===== src/rtl/fws_pkg.sv =====
package fws_pkg;
  typedef struct packed {
    logic abort;
    logic winStart;
    logic winEnd;
    logic counting;
  } strobe_t;
endpackage


===== src/rtl/fws_data.sv =====
module fws_data
  import fws_pkg::*;
#(
  parameter int CNT_W = 16
) (
  input  logic             clk,
  input  logic             rstN,
  input  strobe_t          strb,
  input  logic [CNT_W-1:0] target,
  input  logic [CNT_W-1:0] tolerance,
  output logic             stable,
  output logic [CNT_W-1:0] measCount
);
  localparam logic [CNT_W-1:0] CNT_MAX = {CNT_W{1'b1}};
  localparam logic [1:0] GOOD_NEED = 2'd2;

  logic [CNT_W-1:0] cnt;
  logic [CNT_W-1:0] cntInc;
  logic [CNT_W-1:0] absDiff;
  logic             inBand;
  logic [1:0]       goodCnt;

  assign cntInc  = (cnt == CNT_MAX) ? CNT_MAX : cnt + 1'b1;
  assign absDiff = (cntInc >= target) ? (cntInc - target) : (target - cntInc);
  assign inBand  = (absDiff <= tolerance);

  always_ff @(posedge clk or negedge rstN) begin
    if (!rstN) begin
      cnt       <= '0;
      measCount <= '0;
      goodCnt   <= '0;
      stable    <= 1'b0;
    end else if (strb.abort) begin
      cnt     <= '0;
      goodCnt <= '0;
      stable  <= 1'b0;
    end else if (strb.winStart) begin
      cnt <= '0;
    end else if (strb.winEnd) begin
      measCount <= cntInc;
      cnt       <= '0;
      if (inBand) begin
        goodCnt <= (goodCnt == GOOD_NEED) ? GOOD_NEED : goodCnt + 1'b1;
        stable  <= (goodCnt != 2'd0);
      end else begin
        goodCnt <= '0;
        stable  <= 1'b0;
      end
    end else if (strb.counting) begin
      cnt <= cntInc;
    end
  end

  AST_RISE_AT_WINDOW_END: assert property (@(posedge clk) disable iff (!rstN)
    $rose(stable) |-> $past(strb.winEnd));
  AST_RISE_NEEDS_PRIOR_GOOD: assert property (@(posedge clk) disable iff (!rstN)
    $rose(stable) |-> $past(goodCnt) != 2'd0);
  AST_MEAS_HELD: assert property (@(posedge clk) disable iff (!rstN)
    !strb.winEnd |=> $stable(measCount));
  AST_OUTBAND_DROPS: assert property (@(posedge clk) disable iff (!rstN)
    strb.winEnd && !inBand |=> !stable && goodCnt == 2'd0);
  AST_ABORT_DROPS: assert property (@(posedge clk) disable iff (!rstN)
    strb.abort |=> !stable && goodCnt == 2'd0);
  AST_NO_WRAP: assert property (@(posedge clk) disable iff (!rstN)
    strb.counting && !strb.winEnd && cnt == CNT_MAX |=> cnt == CNT_MAX);
endmodule


===== config.mk =====
export PLATFORM = sky130hd
export DESIGN_NAME = fws_data
export DESIGN_NICKNAME = d
export VERILOG_FILES = /design/src/rtl/fws_pkg.sv /design/src/rtl/fws_data.sv
export SDC_FILE = /design/constraint.sdc
export NUM_CORES = 1
export LEC_CHECK = 0
export BUFFER_PORTS_ARGS = -buffer_cell sky130_fd_sc_hd__buf_2
export CORE_UTILIZATION = 30
export CTS_CLUSTER_DIAMETER = 40
export DETAILED_ROUTE_END_ITERATION = 6
export PLACE_DENSITY = 0.55
export SYNTH_ARGS = -nofsm -noshare
export SYNTH_HDL_FRONTEND = slang
export SYNTH_SLANG_ARGS = --single-unit

===== constraint.sdc =====
create_clock -name clk -period 9.65 [get_ports clk]
set_clock_uncertainty 0.15 [all_clocks]
set_input_delay 1.4475 -clock clk [delete_from_list [all_inputs] [get_ports clk]]
set_output_delay 1.4475 -clock clk [all_outputs]
set_load 0.005 [all_outputs]

# Word level (Yosys, flattened, before mapping)
# Cells that the tools add are included.
totals:
  ff_bits: 35
  out_inout_bits: 17
  word_cells: 35
op_classes:
  n_addsub: 4
  order_cmp: 2
  n_eq_ne: 3
  mux: 15
  n_bitwise: 2
  reduce_logical: 5
ops:
  columns: ["operator", "n"]
  rows:
  - ["$mux 16", 6]
  - ["$sub 16x16->16", 2]
  - ["$add 16x1->16 const B", 1]
  - ["$eq 16x16->1 const B", 1]
  - ["$ge 16x16->1", 1]
  - ["$le 16x16->1", 1]
  - ["$mux 2", 5]
  - ["$mux 1", 4]
  - ["$reduce_bool 2->1", 2]
  - ["$reduce_bool 4->1", 1]
  - ["$reduce_and 3->1", 1]
  - ["$add 2x1->2 const B", 1]
  - ["$eq 2x2->1 const B", 1]
  - ["$ne 2x1->1 const B", 1]
  - ["$not 1->1", 2]
  - ["$reduce_and 2->1", 1]

# Longest topological paths before layout
depth:
  word_depth: 9
  depth_mapped: 25
  mapped_depth_nobuf: 23

# Least setup slack after synthesis
# OpenSTA, ideal clock, no wires.
synth_path:
  kind: "flip-flop to flip-flop"
  from: "register cnt[8]"
  to: "register goodCnt[0]"
  t_arrival_ns: 4.470
  t_required_ns: 9.364
  slack_ns: 4.894
  path_stages_with_launch: 24
  n_path_buf: 4
  cell_sequence: "dfrtp_1 and3_1 and3_1 and3_1 nand4_1 clkbuf_1 nand2_1 ha_1 buf_6 nor2b_4 or2_0 a211o_1 a31oi_1 o21a_1 buf_6 buf_12 mux2i_1 xnor2_1 ha_1 nand4_1 nor3_1 o21ai_0 o211ai_1 o211ai_1"
synth_between:
  elab_chain_cells: 9
  elab_cells_between_ends: 12
  classes_between: "add/sub (3); order compare (2); eq/ne (1); mux (6)"
synth_lines:
  columns: ["element", "line_no", "text"]
  rows:
  - ["start: declaration", "fws_data.sv:17", "logic [CNT_W-1:0] cnt;"]
  - ["start signal: assignment", "fws_data.sv:50", "cnt <= cntInc;"]
  - ["$eq 16x16->1 *", "fws_data.sv:23", "assign cntInc = (cnt == CNT_MAX) ? CNT_MAX : cnt + 1'b1;"]
  - ["$mux 16 *", "fws_data.sv:23", null]
  - ["net cntInc[2]", "fws_data.sv:18", "logic [CNT_W-1:0] cntInc;"]
  - ["$sub 16x16->16 or $ge 16x16->1 (tied branches)", "fws_data.sv:24", "assign absDiff = (cntInc >= target) ? (cntInc - target) : (target - cntInc);"]
  - ["$mux 16 *", "fws_data.sv:24", null]
  - ["$le 16x16->1 *", "fws_data.sv:25", "assign inBand = (absDiff <= tolerance);"]
  - ["$mux 2 *", "fws_data.sv:42", "if (inBand) begin"]
  - ["$mux 2 *", "fws_data.sv:39", "end else if (strb.winEnd) begin"]
  - ["$mux 2 *", "fws_data.sv:37", "end else if (strb.winStart) begin"]
  - ["$mux 2 *", "fws_data.sv:33", "end else if (strb.abort) begin"]
  - ["end signal: assignment", "fws_data.sv:43", "goodCnt <= (goodCnt == GOOD_NEED) ? GOOD_NEED : goodCnt + 1'b1;"]
  - ["end: declaration", "fws_data.sv:21", "logic [1:0] goodCnt;"]
# Mark *: on every way through the listed nets, which the timed path passes. The rest lies on a longest branch. The select of a mux whose other input is x is not followed.
# A chain may end at the register's enable or synchronous reset.

# Final worst setup path
layout_path:
  from: "register cnt[0]"
  to: "register goodCnt[0]"
layout_between:
  elab_chain_cells: 9
  elab_cells_between_ends: 12
  classes_between: "add/sub (3); order compare (2); eq/ne (1); mux (6)"
layout_lines:
  columns: ["element", "line_no"]
  rows:
  - ["$add 16x1->16 or $eq 16x16->1 (tied branches)", "fws_data.sv:23"]
  - ["$mux 16 *", "fws_data.sv:23"]
  - ["net cntInc[2]", "fws_data.sv:18"]
  - ["$sub 16x16->16 or $ge 16x16->1 (tied branches)", "fws_data.sv:24"]
  - ["$mux 16 *", "fws_data.sv:24"]
  - ["$le 16x16->1 *", "fws_data.sv:25"]
  - ["$mux 2 *", "fws_data.sv:42"]
  - ["$mux 2 *", "fws_data.sv:39"]
  - ["$mux 2 *", "fws_data.sv:37"]
  - ["$mux 2 *", "fws_data.sv:33"]
# Marks and branches as above.

==> key figures <==
Clock network
  • TritonCTS buffer count: 5
  • Worst-skew pair later-pin latency: 0.28 ns
  • CTS tree: built
  • CTS root buf: clkbuf_16
  • CTS H-tree lvls: 2
  • Resized cells post-CTS: 0
  • Max Buffers Root-to-Sink: 2
  • Post-CTS Setup Bufs: 0
  • Clock transition at path regs: 0.06 ns
  • Clk sinks: 35
  • CTS Hold Bufs: 0

Timing
  • Unrepaired setup endpoints after global routing: no
  • Tcrit/Tclk final: 60.4%
  • Final min period: 5.83 ns
  • Setup slack after layout: 3.82 ns
  • Fin. max-slew vios: 0
  • Setup-failing EPs final: 0
  • Worst slew pin tran: 0.911 ns
  • Hold Slack: 0.325 ns
  • Hold Vio Cnt, Final: 0
  • Max Clk Rate: 172 MHz
  • Slew margin rel.: 39.1%
  • Setup_tns: 0 ns

Worst setup path
  • Crit. End Element: register
  • CP Class: reg -> reg
  • Most common cell on crit path: ha_1
  • Startpoint class of the critical path: register
  • CP max-delay cell: o21a_1
  • Crit path cell chain: ha_1 -> nand3_1 -> nor2_1 -> nand4_1 -> nand2_1 -> ha_1 -> nor2b_4 -> or2_0 -> a211o_1 -> a31oi_1 -> o21a_1 -> mux2i_1 -> xnor2_1 -> ha_1 -> nand4_1 -> nor3_1 -> o21ai_0 -> o211ai_1 -> o211ai_1
  • FF-to-FF Start: cnt[0]
  • Critical path's largest stage delay: 0.69 ns
  • Worst EP arrival: 5.83 ns
  • Critical path required time: 9.65 ns
  • Worst-path fanout max: 15
  • Crit. Startpoint: cnt[0]
  • FF-to-FF path depth: 19

Route
  • Vias per cell: 4.99
  • Drt drc: 11
  • Initial DRT Pass Iterations: 6
  • Final ANT Viol Nets: 0
  • Initial DRC count: 137
  • DR WL/cell: 14.2 um
  • Via count: 3218
  • Final wirelength: 9.16 mm

Synth
  • Top_reg_cell synth: dfrtp_1
  • Number of synthesized flops with an enable pin: 0
  • Yosys cell types: 50
  • Register bit total from synthesis: 35
  • Area fraction of the dominant cell type after synthesis: 24.4%
  • Number of synthesis warnings: 0
  • Synthesized area: 3600 um^2
  • Post-synthesis sequential area ratio: 24.4%
  • Net Count, Synth: 547
  • Syn Inst Count: 457
  • Ranking of synthesized cells by area: dfrtp_1 (24%), ha_1 (17%), nand2_1 (7.0%), o21ai_0 (6.1%), inv_1 (5.6%)
  • Async SR Flop Fraction: 100%
  • Cell taking the most area after synthesis: dfrtp_1
  • Synth Area per Inst: 7.87 um^2

Floorplan
  • Number of core rows: 39
  • Die Wd: 111 um
  • Full die area: 12400 um^2
  • Initial Util: 31.1%
  • Die H: 111 um
  • Io pins: 55
  • Core ar.: 11600 um^2

Place
  • DP HPWL: 7.68 mm
  • GP Congestion: 0.866
  • DP Worst Slack: 3.82 ns
  • DP Area: 3960 um^2
  • # port buffers: 54
  • DP Cell Count: 637

Worst hold path
  • Worst hold stages: 2
  • Hold_sp: measCount[0]
  • Worst Hold Class: reg -> reg

Finish
  • Finished Cell Area: 4130 um^2
  • Final std cells w/o fill: 645
  • Final Util: 35.7%
  • Area grow syn2layout: 14.9%
  • Final nets: 591
  • Layout cells sized above 1: 13.7%
  • Antenna diodes: 0

Global routing
  • All-Layer GR Usage: 15.7%
  • First-pass GRT wire length: 15.8 mm
  • Largest net degree at the start of global routing: 36
  • Initial antenna violation count: 0
  • Vias in the first global route: 3330
  • Remaining Overflow, GRT: 0

Pwr
  • IR drop worst, VDD: 51.9 uV
  • Comb pwr share: 20.7%
  • Pwr dens: 105 nW/um^2
  • Clock network power share: 44.8%
  • Sw frac: 27.0%
  • P_sw: 0.117 mW
  • Internal: 0.315 mW
  • Reg power frac: 34.6%
  • Leakage: 2.22 nW
  • Power, Total: 0.432 mW

Outcome
  • Status: finished with violations
  • Failing checks: design-rule violations

Flow run
  • Number of max-cap violations: 0
final timing paths:
| path | to | slack, ns |
|---|---|---|
| hold / removal | measCount[0] | 0.33 |
| min in group asynchronous | measCount[15] | 1.11 |
| setup / recovery | goodCnt[0] | 3.82 |
| max in group asynchronous | measCount[5] | 7.73 |
| hold reg to reg | measCount[0] | 0.33 |
| setup reg to reg | goodCnt[0] | 3.82 |
metal layers:
metal,wire length [um],up-vias,track usage [%]
li1,-,1654,-
met2,4380,61,26.9
met1,4260,1490,20.2
met3,363,13,2.56
met4,155,0,5.14
met5,0,-,0
logic make-up (layout without fill, tap and decap cells):
group / Yosys count / after routing / synth area share [%]
compound gates: 120 / 120 / 20.6
xor+xnor: 24 / 24 / 5.85
fa+ha+maj: 52 / 52 / 18.5
buf+inv: 72 / 117 / 8.46
flops: 35 / 35 / 24.4
mux: 17 / 17 / 4.80
simple gates: 137 / 137 / 17.4
power by group through the flow:
stage	Clock (mW)	Sequential [mW]	Combinational [mW]
6_report	0.193	0.149	0.0894
3_3_place_gp	0	0.152	0.0888
2_1_floorplan	0	0.152	0.0610
4_1_cts	0.200	0.149	0.0910
3_5_place_dp	0	0.152	0.0903
5_1_grt	0.203	0.150	0.103
cell usage in the layout, fill, tap and decap left out, types with 4 or more instances in the layout:
cell and n:
inv_1 54, nor2_1 20, o211ai_1 6, nand4_1 10, buf_2 54, o21ai_0 44, xnor2_1 13, dfrtp_1 35
nand2_1 67, nand3_1 16, a21o_1 12, nor2b_1 4, xor2_1 11, o21a_1 9, a21oi_1 24, and3_1 5
mux2i_1 15, clkbuf_16 5, ha_1 50
layout make-up:
cell class                      instances  area [um^2]
Clock inverter                          2         35.0
Tap cell                              143          179
Sequential cell                        35          876
Fill cell                            1227         7430
Inverter                               54          203
Clock buffer                            6          139
Timing Repair Buffer                   55          278
Multi-Input combinational cell        350         2420
registers in the layout, summed over array words and instances (netlist names):
| register | flops |
|---|---|
| cnt | 16 |
| stable | 1 |
| goodCnt | 2 |
| measCount | 16 |
worst max-delay path: cells and delay by family (launching register included):
family,cells,cell delay [ns]
AND/OR/NAND/NOR,8,2.17
AO/OA/AOI/OAI,6,1.67
adder cells (fa/ha/maj),3,0.86
flip-flops,1,0.41
multiplexers,1,0.32
XOR/XNOR,1,0.10
synthesized netlist by cell type, types with 2 or more instances:
library cell	n
inv_1	54
nand2b_1	2
nor4_1	2
o21bai_1	3
nor2_1	20
and2_1	2
a211oi_1	2
o2111ai_1	2
buf_2	2
o211ai_1	6
mux2i_1	15
and3_1	5
dfrtp_1	35
o21ai_0	44
o31ai_1	3
xor2_1	11
buf_6	2
xnor2_1	13
nor2b_1	4
nand3_1	16
a21o_1	12
nor3_1	3
a31o_2	3
nand2_1	67
a31oi_1	2
clkbuf_1	13
fa_1	2
nand4_1	10
a21oi_1	24
o21a_1	9
ha_1	50
Power figures use the tool's default switching activity.
